==> src/rtl/dma_chan_pkg.sv <==
package dma_chan_pkg;

  typedef enum logic [1:0] {
    XM_SINGLE  = 2'b00,
    XM_DEMAND  = 2'b01,
    XM_BLOCK   = 2'b10,
    XM_CASCADE = 2'b11
  } xfer_mode_e;

  typedef struct packed {
    logic       mem_rd;     // 1: memory read, 0: memory write
    logic       auto_init;
    logic       dec;        // address decrement
    xfer_mode_e mode;
  } mode_t;

  localparam int unsigned MODE_W = $bits(mode_t);

  localparam logic [1:0] SEL_ADDR = 2'd0;
  localparam logic [1:0] SEL_CNT  = 2'd1;
  localparam logic [1:0] SEL_MODE = 2'd2;

  typedef enum logic [1:0] {
    S_IDLE = 2'd0,
    S_WAIT = 2'd1,
    S_XFER = 2'd2
  } seq_state_e;

endpackage

==> src/rtl/dma_chan_regs.sv <==
module dma_chan_regs
  import dma_chan_pkg::*;
#(
  parameter int unsigned AW = 16
) (
  input  logic          clk_i,
  input  logic          rst_ni,
  input  logic          wr_en_i,
  input  logic [1:0]    wr_sel_i,
  input  logic [AW-1:0] wr_data_i,
  input  logic          xfer_i,
  input  logic          end_i,
  output logic [AW-1:0] cur_addr_o,
  output logic          cnt_zero_o,
  output mode_t         mode_o,
  output logic          armed_o
);

  localparam logic [AW-1:0] ONE = AW'(1);

  logic [AW-1:0] base_addr_q, base_cnt_q, cur_addr_q, cur_cnt_q;
  logic [AW-1:0] addr_step;
  mode_t         mode_q;
  logic          armed_q;

  assign addr_step = mode_q.dec ? cur_addr_q - ONE : cur_addr_q + ONE;

  always_ff @(posedge clk_i or negedge rst_ni) begin
    if (!rst_ni) begin
      base_addr_q <= '0;
      base_cnt_q  <= '0;
      cur_addr_q  <= '0;
      cur_cnt_q   <= '0;
      mode_q      <= '0;
      armed_q     <= 1'b0;
    end else if (wr_en_i) begin
      // host writes win over a transfer in the same cycle
      unique case (wr_sel_i)
        SEL_ADDR: begin
          base_addr_q <= wr_data_i;
          cur_addr_q  <= wr_data_i;
        end
        SEL_CNT: begin
          base_cnt_q <= wr_data_i;
          cur_cnt_q  <= wr_data_i;
          armed_q    <= 1'b1;
        end
        SEL_MODE: mode_q <= mode_t'(wr_data_i[MODE_W-1:0]);
        default: ;
      endcase
    end else if (xfer_i) begin
      if (end_i && mode_q.auto_init) begin
        cur_addr_q <= base_addr_q;
        cur_cnt_q  <= base_cnt_q;
      end else begin
        cur_addr_q <= addr_step;
        cur_cnt_q  <= cur_cnt_q - ONE;
        if (end_i) armed_q <= 1'b0;
      end
    end
  end

  assign cur_addr_o = cur_addr_q;
  assign cnt_zero_o = (cur_cnt_q == '0);
  assign mode_o     = mode_q;
  assign armed_o    = armed_q;

  // count steps down by one on a plain transfer
  a_r7_count_step: assert property (@(posedge clk_i) disable iff (!rst_ni)
    (xfer_i && !wr_en_i && !end_i) |=> cur_cnt_q == $past(cur_cnt_q) - ONE);

  // auto-init restores the start address
  a_r10_reload: assert property (@(posedge clk_i) disable iff (!rst_ni)
    (xfer_i && end_i && mode_q.auto_init && !wr_en_i) |=> cur_addr_q == base_addr_q);

  // without auto-init the channel disarms
  a_r10_disarm: assert property (@(posedge clk_i) disable iff (!rst_ni)
    (xfer_i && end_i && !mode_q.auto_init && !wr_en_i) |=> !armed_q);

endmodule

==> src/rtl/dma_chan_fsm.sv <==
module dma_chan_fsm
  import dma_chan_pkg::*;
(
  input  logic       clk_i,
  input  logic       rst_ni,
  input  xfer_mode_e mode_i,
  input  logic       armed_i,
  input  logic       cnt_zero_i,
  input  logic       dreq_i,
  input  logic       hlda_i,
  input  logic       eop_i,
  output logic       hrq_o,
  output logic       dack_o,
  output logic       tc_o,
  output logic       end_o
);

  seq_state_e state_q, state_d;

  assign dack_o = (state_q == S_XFER) && hlda_i;
  assign tc_o   = dack_o && cnt_zero_i;
  assign end_o  = dack_o && (cnt_zero_i || eop_i);
  assign hrq_o  = (state_q != S_IDLE);

  always_comb begin
    state_d = state_q;
    unique case (state_q)
      S_IDLE:
        if (armed_i && mode_i != XM_CASCADE && dreq_i) state_d = S_WAIT;
      S_WAIT:
        if (!armed_i || (mode_i != XM_BLOCK && !dreq_i)) state_d = S_IDLE;
        else if (hlda_i)                                   state_d = S_XFER;
      S_XFER:
        if (!hlda_i)    state_d = S_WAIT;
        else if (end_o) state_d = S_IDLE;
        else begin
          unique case (mode_i)
            XM_BLOCK:  state_d = S_XFER;
            XM_DEMAND: state_d = dreq_i ? S_XFER : S_IDLE;
            default:   state_d = S_IDLE;
          endcase
        end
      default: state_d = S_IDLE;
    endcase
  end

  always_ff @(posedge clk_i or negedge rst_ni) begin
    if (!rst_ni) state_q <= S_IDLE;
    else         state_q <= state_d;
  end

  // no acknowledge without the bus grant
  a_r3_dack_needs_grant: assert property (@(posedge clk_i) disable iff (!rst_ni)
    dack_o |-> hlda_i);

  // single mode hands the bus back after one transfer
  a_r4_single_one: assert property (@(posedge clk_i) disable iff (!rst_ni)
    (dack_o && mode_i == XM_SINGLE) |=> !hrq_o);

  // request drops the cycle after the final transfer
  a_r8_hrq_drop: assert property (@(posedge clk_i) disable iff (!rst_ni)
    end_o |=> !hrq_o);

endmodule

==> src/rtl/dma_chan_seq.sv <==
module dma_chan_seq
  import dma_chan_pkg::*;
#(
  parameter int unsigned AW = 16
) (
  input  logic          clk_i,
  input  logic          rst_ni,
  input  logic          wr_en_i,
  input  logic [1:0]    wr_sel_i,
  input  logic [AW-1:0] wr_data_i,
  input  logic          dreq_i,
  output logic          dack_o,
  output logic          hrq_o,
  input  logic          hlda_i,
  input  logic          eop_i,
  output logic          tc_o,
  output logic [AW-1:0] addr_o,
  output logic          mem_rd_o,
  output logic          mem_wr_o
);

  mode_t         mode;
  logic          armed, cnt_zero, cascade, xfer;
  logic          fsm_hrq, fsm_dack, fsm_tc, fsm_end;
  logic [AW-1:0] cur_addr;

  assign cascade = (mode.mode == XM_CASCADE);
  assign xfer    = fsm_dack && !cascade;

  dma_chan_regs #(.AW(AW)) u_regs (
    .clk_i      (clk_i),
    .rst_ni     (rst_ni),
    .wr_en_i    (wr_en_i),
    .wr_sel_i   (wr_sel_i),
    .wr_data_i  (wr_data_i),
    .xfer_i     (xfer),
    .end_i      (fsm_end),
    .cur_addr_o (cur_addr),
    .cnt_zero_o (cnt_zero),
    .mode_o     (mode),
    .armed_o    (armed)
  );

  dma_chan_fsm u_fsm (
    .clk_i      (clk_i),
    .rst_ni     (rst_ni),
    .mode_i     (mode.mode),
    .armed_i    (armed),
    .cnt_zero_i (cnt_zero),
    .dreq_i     (dreq_i),
    .hlda_i     (hlda_i),
    .eop_i      (eop_i),
    .hrq_o      (fsm_hrq),
    .dack_o     (fsm_dack),
    .tc_o       (fsm_tc),
    .end_o      (fsm_end)
  );

  // cascade: pins chain a downstream controller, no local bus cycle
  assign hrq_o    = cascade ? dreq_i : fsm_hrq;
  assign dack_o   = cascade ? hlda_i : fsm_dack;
  assign tc_o     = xfer && fsm_tc;
  assign addr_o   = xfer ? cur_addr : '0;
  assign mem_rd_o = xfer && mode.mem_rd;
  assign mem_wr_o = xfer && !mode.mem_rd;

  // cascade drives no bus cycle
  a_r11_cascade_quiet: assert property (@(posedge clk_i) disable iff (!rst_ni)
    cascade |-> (!mem_rd_o && !mem_wr_o && !tc_o && addr_o == '0));

  // terminal marker only with an acknowledge
  a_r8_tc_with_dack: assert property (@(posedge clk_i) disable iff (!rst_ni)
    tc_o |-> dack_o);

  // at most one strobe per cycle
  a_r3_one_strobe: assert property (@(posedge clk_i) disable iff (!rst_ni)
    $countones({mem_rd_o, mem_wr_o}) <= 1);

endmodule

==> config.mk <==
export PLATFORM = sky130hd
export DESIGN_NAME = dma_chan_seq
export DESIGN_NICKNAME = d
export VERILOG_FILES = /design/src/rtl/dma_chan_pkg.sv /design/src/rtl/dma_chan_regs.sv /design/src/rtl/dma_chan_fsm.sv /design/src/rtl/dma_chan_seq.sv
export SDC_FILE = /design/constraint.sdc
export NUM_CORES = 1
export LEC_CHECK = 0
export BUFFER_PORTS_ARGS = -buffer_cell sky130_fd_sc_hd__buf_2
export CORE_ASPECT_RATIO = 1.1
export CORE_MARGIN = 3
export CORE_UTILIZATION = 41
export DETAILED_ROUTE_END_ITERATION = 7
export HOLD_SLACK_MARGIN = 0.02
export PLACE_DENSITY_LB_ADDON = 0.05
export SYNTH_ARGS = -nofsm -noshare
export SYNTH_HDL_FRONTEND = slang
export SYNTH_SLANG_ARGS = --single-unit
==> constraint.sdc <==
create_clock -name clk_i -period 4.1 [get_ports clk_i]
set_clock_uncertainty 0.15 [all_clocks]
set_input_delay 0.615 -clock clk_i [delete_from_list [all_inputs] [get_ports clk_i]]
set_output_delay 0.615 -clock clk_i [all_outputs]
set_load 0.02 [all_outputs]
### Word level (Yosys, flattened, before mapping)

Cells that the tools add are included.

* register bits after elaboration: 72
* input port bits: 24
* output and inout bits: 21
* word-level logic and storage cells: 82

* $add $sub $neg: 3
* eq/ne operators: 14
* muxes and demuxes: 25
* reduce and logical (&&, ||, !) cells: 30

Operator list (number)
* $mux W16: 10
* $sub A16 B1 Y16 const B: 2
* $add A16 B1 Y16 const B: 1
* $logic_not A16 Y1: 1
* $mux W2: 6
* $reduce_and A2 Y1: 6
* $logic_and A1 B1 Y1: 11
* $eq A2 B2 Y1 const B: 4
* $mux W1: 7
* $eq A2 B1 Y1 const B: 3
* $ne A2 B1 Y1 const B: 3
* $ne A2 B2 Y1 const B: 3
* $pmux W2 S3: 1
* $reduce_bool A2 Y1: 3
* $logic_not A1 Y1: 4
* $logic_not A2 Y1: 2
* $pmux W2 S2: 1
* $reduce_and A4 Y1: 1
* $ne A3 B2 Y1 const B: 1
* $logic_or A1 B1 Y1: 2

### Longest topological paths before layout

Gate-level depths: netlist of run 1.

* depth after elaboration: 7
* gate-level depth with buffers: 11
* gate-level depth less buffers: 8

### By module

A second synthesis of run 1 with hierarchy kept.

* cells, all modules: 562
* area, all modules: 4554.4 um2

By module, submodules not included
* dma_chan_regs: instances 1, cells an instance 517, area an instance 4186.5 um2, sequential area each 1751.7 um2
* dma_chan_fsm: instances 1, cells an instance 20, area an instance 195.2 um2, sequential area each 50.0 um2
* dma_chan_seq: instances 1, cells an instance 25, area an instance 172.7 um2, sequential area each 0.0 um2

### Worst setup path before layout of run 1

No wires, ideal clock.

* path kind: reg2reg
* from: register u_regs.cur_cnt_q[0]
* to: register u_regs.cur_cnt_q[14]
* library setup time: 0.137 ns
* data arrival time: 2.334 ns
* data required time: 3.813 ns
* path slack: 1.479 ns
* stages on the path, launching flop included: 12
* path buffers: 3
* period minus slack after synthesis: 2.621 ns
* path through: dfrtp_1 -> inv_1 -> ha_1 -> or3b_1 -> buf_2 -> nor4b_4 -> a21oi_2 -> or2_1 -> buf_6 -> buf_6 -> mux2i_1 -> a21oi_1

* cells in the longest elaborated chain, start to end: 7
* elaborated cells on any way between the ends: 8
* those cells by class: add/sub (1); mux (3); reduce/logical (4)

RTL lines
* start: declaration: RTL line dma_chan_regs.sv:21 `logic [AW-1:0] base_addr_q, base_cnt_q, cur_addr_q, cur_cnt_q;`
* start signal: assignment: RTL line dma_chan_regs.sv:45 `cur_cnt_q <= wr_data_i;`
* start signal: assignment: RTL line dma_chan_regs.sv:54 `cur_cnt_q <= base_cnt_q;`
* start signal: assignment: RTL line dma_chan_regs.sv:57 `cur_cnt_q <= cur_cnt_q - ONE;`
* branches (longest 4 deep; another with $sub A16 B1 Y16)
* $mux W16 (*): RTL line dma_chan_regs.sv:52 `if (end_i && mode_q.auto_init) begin`
* $mux W16 (*): RTL line dma_chan_regs.sv:51 `end else if (xfer_i) begin`
* $mux W16 (*): RTL line dma_chan_regs.sv:36 `end else if (wr_en_i) begin`

Mark *: on every way between the ends. The select of a mux whose other input is x is not followed.
A chain may end at the register's enable or synchronous reset.

### Worst setup path in the final report of run 1

* from: register u_regs.cur_cnt_q[0]
* to: register u_regs.cur_cnt_q[11]

Same word-level chain as after synthesis.

==> results.yml, run 1 <==
cts:
  cts_buffers: 9
  cts_setup_buffers: 0
  ctsResizeCount: 0
  cts_hold_buf: 0
  cts_tree: "built"
  clockRootBuffer: "clkbuf_16"
  clk_path_buf_depth: 2
  clock_sinks: 72
  cts.htree.levels: 3
  path_clk_slew_ns: 0.06
  worstSkewPairLatency_ns: 0.34
placement:
  port_buffers: 44
  dpl-instance-area_sq_um: 5010
  dpl.hpwl_mm: 9.46
  place.gp.congestion: 0.828
  place_inst: 732
  pre_cts_ws_ns: 0.870
worst_setup_path:
  crit_type: "flip-flop to flip-flop"
  worstRegToRegCells: 8
  worst_ep_required_time_ns: 4.19
  r2r_start: "u_regs.cur_cnt_q[0]"
  r2r-end: "u_regs.cur_cnt_q[11]"
  arrival_ns: 3.33
  cp_max_fo: 25
  end_kind: "flip-flop"
  reg2reg_slack_ns: 0.85
  cp-start-kind: "flip-flop"
routing:
  dr_total_vias: 4237
  drc_errors: 0
  vias_per_cell: 5.66
  ant_nets: 0
  wl_per_cell_microns: 17.7
  first_iter_violations: 277
  first_pass_iters: 4
  routed_wl_mm: 13.2
layout:
  final_cells: 748
  diodes: 0
  final_cell_mix: "128 x nand2_1, 72 x dfrtp_1, 49 x nor2_1"
  final_common_cell: "nand2_1"
  post-route-util: 0.500
  multi_input_comb_area_sq_um: 2660
  n_fill_cell: 1039
  nets: 643
  synthToLayoutAreaGrowth_pct: 16.0
  seqCellArea_sq_um: 1800
  layout-drive-gt1-share: 0.155
  design_area_sq_um: 5350
flow_run:
  cap_violations: 0
synth:
  synth_edf_count: 0
  synthCells: 557
  synthSimpleGateAreaFrac: 0.234
  synth_fp_nets: 600
  ys_ff_latch: 72
  synth_mux_area_frac: 0.0279
  ys_seq_area_frac: 0.391
  yosysWarnings: 0
  synth_top_family_by_area: "simple AND/OR/NAND/NOR gates"
  synth-async-reset-ratio: 1.00
  synth.cell_area_sq_um: 4610
  syn_avg_cell_area_sq_um: 8.28
  synth_xor_area_frac: 0.0380
  yosysUniqueCellTypes: 70
  synthAdderAreaFrac: 0.0532
  synth-compound-area-share: 0.220
  ys.flop_type: "dfrtp_1"
floorplanning:
  ioPinCount: 45
  die_y_microns: 117
  core_sq_um: 10700
  die_w_microns: 107
  die-area_sq_um: 12600
  initial_core_util: 0.432
  rows: 39
global_routing:
  antenna_found_initial: 0
  grt_pass1_vias: 4027
  overflow: 0
  grt_max_degree: 73
  grtUsageTotal: 0.219
  grt_pass1_wl_mm: 21.3
sta:
  hold_viol: 0
  period_share: 0.792
  worstMarginPinSlew_ns: 1.11
  drv_slew: 0
  fmax_ghz: 0.308
  final.setup.tns_ns: 0
  rsz0062_at_grt: "no"
  finalCriticalPeriod_ns: 3.25
  setup_violations: 0
  worst_slack_ns: 0.853
  slew_headroom: 0.262
power:
  p_leak_uw: 0.00250
  vdd_drop_max_uv: 312
  power_density_nw_per_um2: 551
min_path:
  hold_class: "input port to async pin"
outcome:
  status: "complete, no violations"
## through the flow
| stage | total power [uW] | hold slack, ns |
|---|---|---|
| final | 2940 | 0.272 |
| after global routing | 3150 | 0.341 |
| after CTS | 2950 | 0.311 |
| after detailed placement | 2070 | 0.313 |
| after global placement | 2060 | 0.309 |
| after floorplan | 1780 | 0.169 |
## worst max path at each step
stage                                       to  cells past startpoint  slack, ns                start
after floorplan           u_regs.cur_cnt_q[14]                     11       1.48  u_regs.cur_cnt_q[0]
after global placement    u_regs.cur_cnt_q[11]                      8       0.94  u_regs.cur_cnt_q[0]
after detailed placement  u_regs.cur_cnt_q[11]                      8       0.87  u_regs.cur_cnt_q[0]
after CTS                 u_regs.cur_cnt_q[11]                      8       0.83  u_regs.cur_cnt_q[0]
after global routing      u_regs.cur_cnt_q[11]                      8       0.65  u_regs.cur_cnt_q[0]
final                     u_regs.cur_cnt_q[11]                      8       0.85  u_regs.cur_cnt_q[0]
## flip-flops by register name (all words and copies together), names as in the netlist
name and cells:
u_regs.cur_cnt_q 16, u_fsm.state_q 2, u_regs.armed_o 1, u_regs.mode_o 5, u_regs.base_addr_q 16, u_regs.cur_addr_o 16, u_regs.base_cnt_q 16
## power by group
group / internal, uW / switching (uW)
clock: 567 / 307
sequential: 865 / 170
combinational: 446 / 588
total: 1880 / 1070
## cells in the mapped netlist (9+ instances only)
library cell	number	area, sq um
and2_1	15	93.8
a31oi_1	14	87.6
nor2_1	49	184
inv_1	12	45.0
dfrtp_1	72	1800
ha_1	18	225
o21ai_0	39	195
o21ai_1	10	50.1
clkbuf_1	19	71.3
a21oi_1	34	170
xor2_1	9	78.8
xnor2_1	11	96.3
nand2_1	128	480
## routing by layer
layer,part of all wire,global-route usage,wire (microns),vias to the layer above
li1,-,-,-,2085
met1,0.48,0.300,6310,2046
met2,0.47,0.363,6260,94
met3,0.035,0.0291,467,12
met4,0.014,0.0699,183,0
met5,0,0,0,-
## kinds of logic (layout without fill, tap and decap cells)
family / Yosys count / after routing
adders and majority gates: 19 / 19
buffers and inverters: 39 / 87
DFF: 72 / 72
AOI/OAI and AO/OA: 159 / 159
xor gates and xnor gates: 20 / 20
and+or+nand+nor: 236 / 236
muxes: 12 / 12
## final cells by class
cell class	count	area share
Clock buffer	12	0.0480
Inverter	13	0.00912
Sequential cell	72	0.337
Timing Repair Buffer	58	0.0613
Multi-Input combinational cell	446	0.497
Tap cell	143	0.0335
Clock inverter	4	0.0143
## critical path, stage by stage, from the launching register on
cell      delay [ns]
dfrtp_1         0.42
inv_1           0.09
ha_1            0.19
or3b_1          0.49
nor4b_4         0.39
a21oi_2         0.20
or2_1           0.67
and3_1          0.34
o311ai_2        0.20
Power figures use the tool's default switching activity.
==> inputs of run 2 (changes only) <==
clock period = 3.3 ns   (was 4.1 ns; I/O delays follow)
==> results.yml, run 2 (synthesized netlist as in run 1, its figures left out) <==
outcome:
  status: "complete, no violations"
cts:
  cts_hold_buf: 0
  path_clk_slew_ns: 0.06
  cts_buffers: 9
  ctsResizeCount: 0
  cts.htree.levels: 3
  cts_tree: "built"
  clock_sinks: 72
  clockRootBuffer: "clkbuf_16"
  clk_path_buf_depth: 2
  cts_setup_buffers: 0
  worstSkewPairLatency_ns: 0.33
floorplanning:
  rows: 39
  ioPinCount: 45
  initial_core_util: 0.432
  die_w_microns: 107
  core_sq_um: 10700
  die-area_sq_um: 12600
  die_y_microns: 117
routing:
  first_pass_iters: 4
  met1_length_mm: 6.32
  maxUsedRoutingLayer: "met4"
  route.met3.wl_microns: 400
  wl_per_cell_microns: 17.7
  first_iter_violations: 190
  dr_total_vias: 4267
  routed_wl_mm: 13.3
  met2_wirelength_mm: 6.46
  vias_per_cell: 5.68
  drc_errors: 0
  ant_nets: 0
global_routing:
  antenna_found_initial: 0
  overflow: 0
  grt_max_degree: 73
  grt_pass1_vias: 4210
  grt_pass1_wl_mm: 21.7
  grtUsageTotal: 0.221
sta:
  period_share: 0.913
  final.setup.tns_ns: 0
  fmax_ghz: 0.332
  worst_slack_ns: 0.286
  hold_viol: 0
  rsz0062_at_grt: "no"
  setup_violations: 0
  worstMarginPinSlew_ns: 0.940
  slew_headroom: 0.373
  finalCriticalPeriod_ns: 3.01
  drv_slew: 0
worst_setup_path:
  cpPeakStageDelay_ns: 0.48
  slowest_stage: "or3b_1"
  cp-start-kind: "flip-flop"
  end_kind: "output pin"
  arrival_ns: 2.37
  crit_family: "simple AND/OR/NAND/NOR gates"
  worst_ep_required_time_ns: 2.65
  path_cells: "inv_1, ha_1, or3b_1, nor4b_4, and3_1, buf_2"
  cp_max_fo: 6
  crit_type: "flip-flop to output pin"
  cp_num_buf_inv: 2
flow_run:
  cap_violations: 0
placement:
  port_buffers: 44
  place.gp.congestion: 0.876
  pre_cts_ws_ns: 0.432
  dpl-instance-area_sq_um: 5040
  dpl.hpwl_mm: 9.72
layout:
  layout-drive-gt1-share: 0.160
  design_area_sq_um: 5360
  diodes: 0
  post-route-util: 0.502
  final_cell_mix: "128 x nand2_1, 72 x dfrtp_1, 49 x nor2_1"
  nets: 646
  n_fill_cell: 1081
  final_common_cell: "nand2_1"
  synthToLayoutAreaGrowth_pct: 16.2
power:
  power_density_nw_per_um2: 679
  vdd_drop_max_uv: 320
  p_leak_uw: 0.00250
min_path:
  hold_class: "input port to async pin"
[run 2: changes by cell type in the layout (fill, tap and decap cells not counted), sizes merged]
| cell | change |
|---|---|
| clkinvlp | +1 |
| buf | +3 |
| clkbuf | -1 |
[run 2: cell type report]
cell class	count	area, sq um	share of cell area
sequential	72	1800	0.336
clock inverter	5	80.1	0.0149
timing repair buffer	61	350	0.0654
clock buffer	11	243	0.0453
inverter	13	48.8	0.00910
tap	143	179	0.0334
multi-input combinational	446	2660	0.496
[run 2: per-stage QoR]
step                      total power [uW]  hold WS (ns)  std cells
final                                 3640         0.154        751
after global routing                  3900         0.232        751
after CTS                             3670         0.194        751
after detailed placement              2590         0.312        735
after global placement                2580         0.309        735
after floorplan                       2210        0.0494        557
[run 2: worst reg2reg max path: cells and delay by family (launching register included)]
family,cells,cell delay (ns)
DFF,1,0.42
AOI/OAI and AO/OA,2,0.41
and+or+nand+nor,4,1.35
buffers and inverters,2,0.30
adders and majority gates,1,0.20
[run 2: path summary, 6_finish.rpt]
check                                        from                      to  slack [ns]  cells past startpoint
min in group clk_i                  wr_data_i[14]  u_regs.base_addr_q[14]        0.25                      3
setup / recovery              u_regs.cur_cnt_q[0]                    tc_o        0.29                      6
hold / removal                             rst_ni    u_regs.base_cnt_q[3]        0.15                      1
max in group asynchronous                  rst_ni    u_regs.cur_cnt_q[14]        2.24                      1
setup reg to reg              u_regs.cur_cnt_q[0]    u_regs.cur_cnt_q[11]        0.38                      9
hold reg to reg            u_regs.base_addr_q[12]  u_regs.base_addr_q[12]        0.33                      2
[run 2: power by group]
group | internal, uW | switching, uW
logic | 562 | 734
clock network | 681 | 375
registers | 1080 | 212
total | 2320 | 1320
[run 2: routing by layer]
layer	GRT usage	vias up
met5	0	-
met4	0.0665	0
met3	0.0291	9
met2	0.373	75
met1	0.297	2096
li1	-	2087
==> inputs of run 3 (changes only) <==
SYNTH_HIERARCHICAL = 1   (was not set)
==> results.yml, run 3 <==
routing:
  first_pass_iters: 5
  dr_total_vias: 4153
  wl_per_cell_microns: 16.9
  first_iter_violations: 244
  vias_per_cell: 5.52
  drc_errors: 0
  routed_wl_mm: 12.7
  ant_nets: 0
min_path:
  hold_class: "input port to async pin"
synth:
  synth.cell_area_sq_um: 4550
  ys.flop_type: "dfrtp_1"
  synth_xor_area_frac: 0.0327
  synth.most_common_cell: "nand2_1"
  synth-compound-area-share: 0.204
  ys_seq_area_frac: 0.396
  synth_edf_count: 0
  synthAdderAreaFrac: 0.0566
  synth_top_family_by_area: "simple AND/OR/NAND/NOR gates"
  synth_area_leader_cell: "dfrtp_1"
  syn_avg_cell_area_sq_um: 8.10
  yosys-top-cells-area: "dfrtp_1 40%, nand2_1 12%, ha_1 5.2%"
  synthSimpleGateAreaFrac: 0.256
  ys_ff_latch: 72
  synthCells: 562
  synth-async-reset-ratio: 1.00
  yosysWarnings: 6
  yosysUniqueCellTypes: 65
  synth_mux_area_frac: 0.0192
  netlist_top_cells_count: "142 x nand2_1, 72 x dfrtp_1, 44 x a21oi_1"
  synth_fp_nets: 606
  yosysTopAreaCellShare: 0.396
worst_setup_path:
  cpMostUsedCell: "and2_1"
  slowest_stage: "or4_1"
  crit_type: "flip-flop to output pin"
  path_cells: "or3_1, or4_1, nor3_2, buf_4, and2_1, and2_1, buf_2"
  cp_num_buf_inv: 2
  cp_max_fo: 6
  cp-start-kind: "flip-flop"
  cpPeakStageDelay_ns: 0.57
  crit_family: "simple AND/OR/NAND/NOR gates"
  arrival_ns: 2.52
  worst_ep_required_time_ns: 2.65
  end_kind: "output pin"
layout:
  final_cell_mix: "142 x nand2_1, 72 x dfrtp_1, 44 x a21oi_1"
  layout-drive-gt1-share: 0.156
  synthToLayoutAreaGrowth_pct: 16.5
  post-route-util: 0.501
  nets: 648
  diodes: 0
  final_common_cell: "nand2_1"
  design_area_sq_um: 5310
power:
  total_power_uw: 3730
  pwr-share-clk: 0.299
  seqPwrFrac: 0.347
  vdd_drop_max_uv: 307
  cellInternalPower_uw: 2390
  p_leak_uw: 0.00250
  p_switching_uw: 1340
  combPwrFrac: 0.354
  power_density_nw_per_um2: 702
  swShare: 0.359
placement:
  place.gp.congestion: 0.869
  port_buffers: 44
  dpl.hpwl_mm: 8.88
  dpl-instance-area_sq_um: 4960
sta:
  final.setup.tns_ns: 0
  worstMarginPinSlew_ns: 1.09
  hold_viol: 0
  period_share: 0.959
  rsz0062_at_grt: "no"
  fmax_ghz: 0.316
  setup_violations: 0
  slew_headroom: 0.268
  drv_slew: 0
  finalCriticalPeriod_ns: 3.17
global_routing:
  grt_pass1_vias: 3942
  antenna_found_initial: 0
  grtUsageTotal: 0.212
  grt_pass1_wl_mm: 20.6
  grt_max_degree: 73
  overflow: 0
floorplanning:
  die_w_microns: 106
  die_y_microns: 117
  die-area_sq_um: 12400
  core_sq_um: 10600
  ioPinCount: 45
  rows: 39
  initial_core_util: 0.430
cts:
  worstSkewPairLatency_ns: 0.34
  cts.htree.levels: 3
  clk_path_buf_depth: 2
  cts_setup_buffers: 0
  clock_sinks: 72
  cts_buffers: 9
  path_clk_slew_ns: 0.07
  clockRootBuffer: "clkbuf_16"
  cts_tree: "built"
outcome:
  status: "complete, no violations"
flow_run:
  cap_violations: 0
==> run 3: changes by cell type after synthesis, sizes merged, moves of 5 or more <==
| cell | previous run | this run |
|---|---|---|
| clkbuf | 19 | 25 |
| nor3 | 7 | 16 |
| a21oi | 35 | 44 |
| nand3 | 3 | 8 |
| and2 | 15 | 20 |
| a211oi | 4 | 13 |
| a31oi | 14 | 6 |
| a221oi | 5 | 0 |
| nor2 | 50 | 42 |
| nand2 | 128 | 142 |
| o21ai | 49 | 35 |
==> run 3: path summary, 6_finish.rpt <==
check | cells past startpoint | from | slack (ns) | to
min in group clk_i | 3 | wr_data_i[11] | 0.25 | u_regs/base_addr_q[11]
worst max register to register | 9 | u_regs/cur_cnt_q[6] | 0.26 | u_regs/cur_addr_o[7]
worst max-delay path | 7 | u_regs/cur_cnt_q[6] | 0.13 | tc_o
worst min register to register | 2 | u_regs/base_addr_q[5] | 0.32 | u_regs/base_addr_q[5]
max in group asynchronous | 1 | rst_ni | 2.23 | u_fsm/state_q[0]
worst min-delay path | 1 | rst_ni | 0.16 | u_regs/base_addr_q[11]
==> run 3: timing repair <==
item / in CTS / in global routing
gates resized for setup: 0 / 1
endpoints found under the setup margin: 0 / 4
hold buffers: 0 / 0
==> run 3: area by class of cell <==
cell class / instances / area, sq um
tap: 143 / 179
sequential: 72 / 1800
clock inverter: 4 / 75.1
fill: 1106 / 5280
timing repair buffer: 60 / 343
clock buffer: 12 / 267
inverter: 11 / 41.3
multi-input combinational: 450 / 2600
==> run 3: worst register-to-register path, delay by kind of cell, from the launching register on <==
family	cells	cell delay [ns]
AO/OA/AOI/OAI	3	0.41
AND/OR/NAND/NOR	5	1.71
buffers and inverters	1	0.24
flip-flops	1	0.42
==> run 3: kinds of logic after synthesis <==
kind of cell | Yosys count
buf+inv | 40
xor+xnor | 17
flops | 72
mux | 8
compound gates | 146
fa+ha+maj | 20
simple gates | 259
==> run 3: layer usage <==
layer / vias to the layer above / wire (microns) / track usage
li1: 2057 / - / -
met1: 1993 / 6160 / 0.296
met2: 87 / 5870 / 0.332
met3: 16 / 469 / 0.0332
met4: 0 / 229 / 0.0827
met5: - / 0 / 0
==> run 3: power groups by stage <==
stage               registers, uW  clock network [uW]  logic, uW
finish                       1290                1110       1320
floorplan                    1250                   0       1010
detailed placement           1310                   0       1300
global placement             1310                   0       1300
CTS                          1300                1130       1310
global route                 1330                1170       1490
==> run 3: stage by stage <==
step	cells	setup slack, ns	hold WS [ns]
floorplan	562	0.341	0.0494
global placement	736	0.321	0.307
detailed placement	736	0.217	0.311
CTS	752	0.0287	0.198
global route	752	0.00668	0.232
finish	752	0.134	0.160
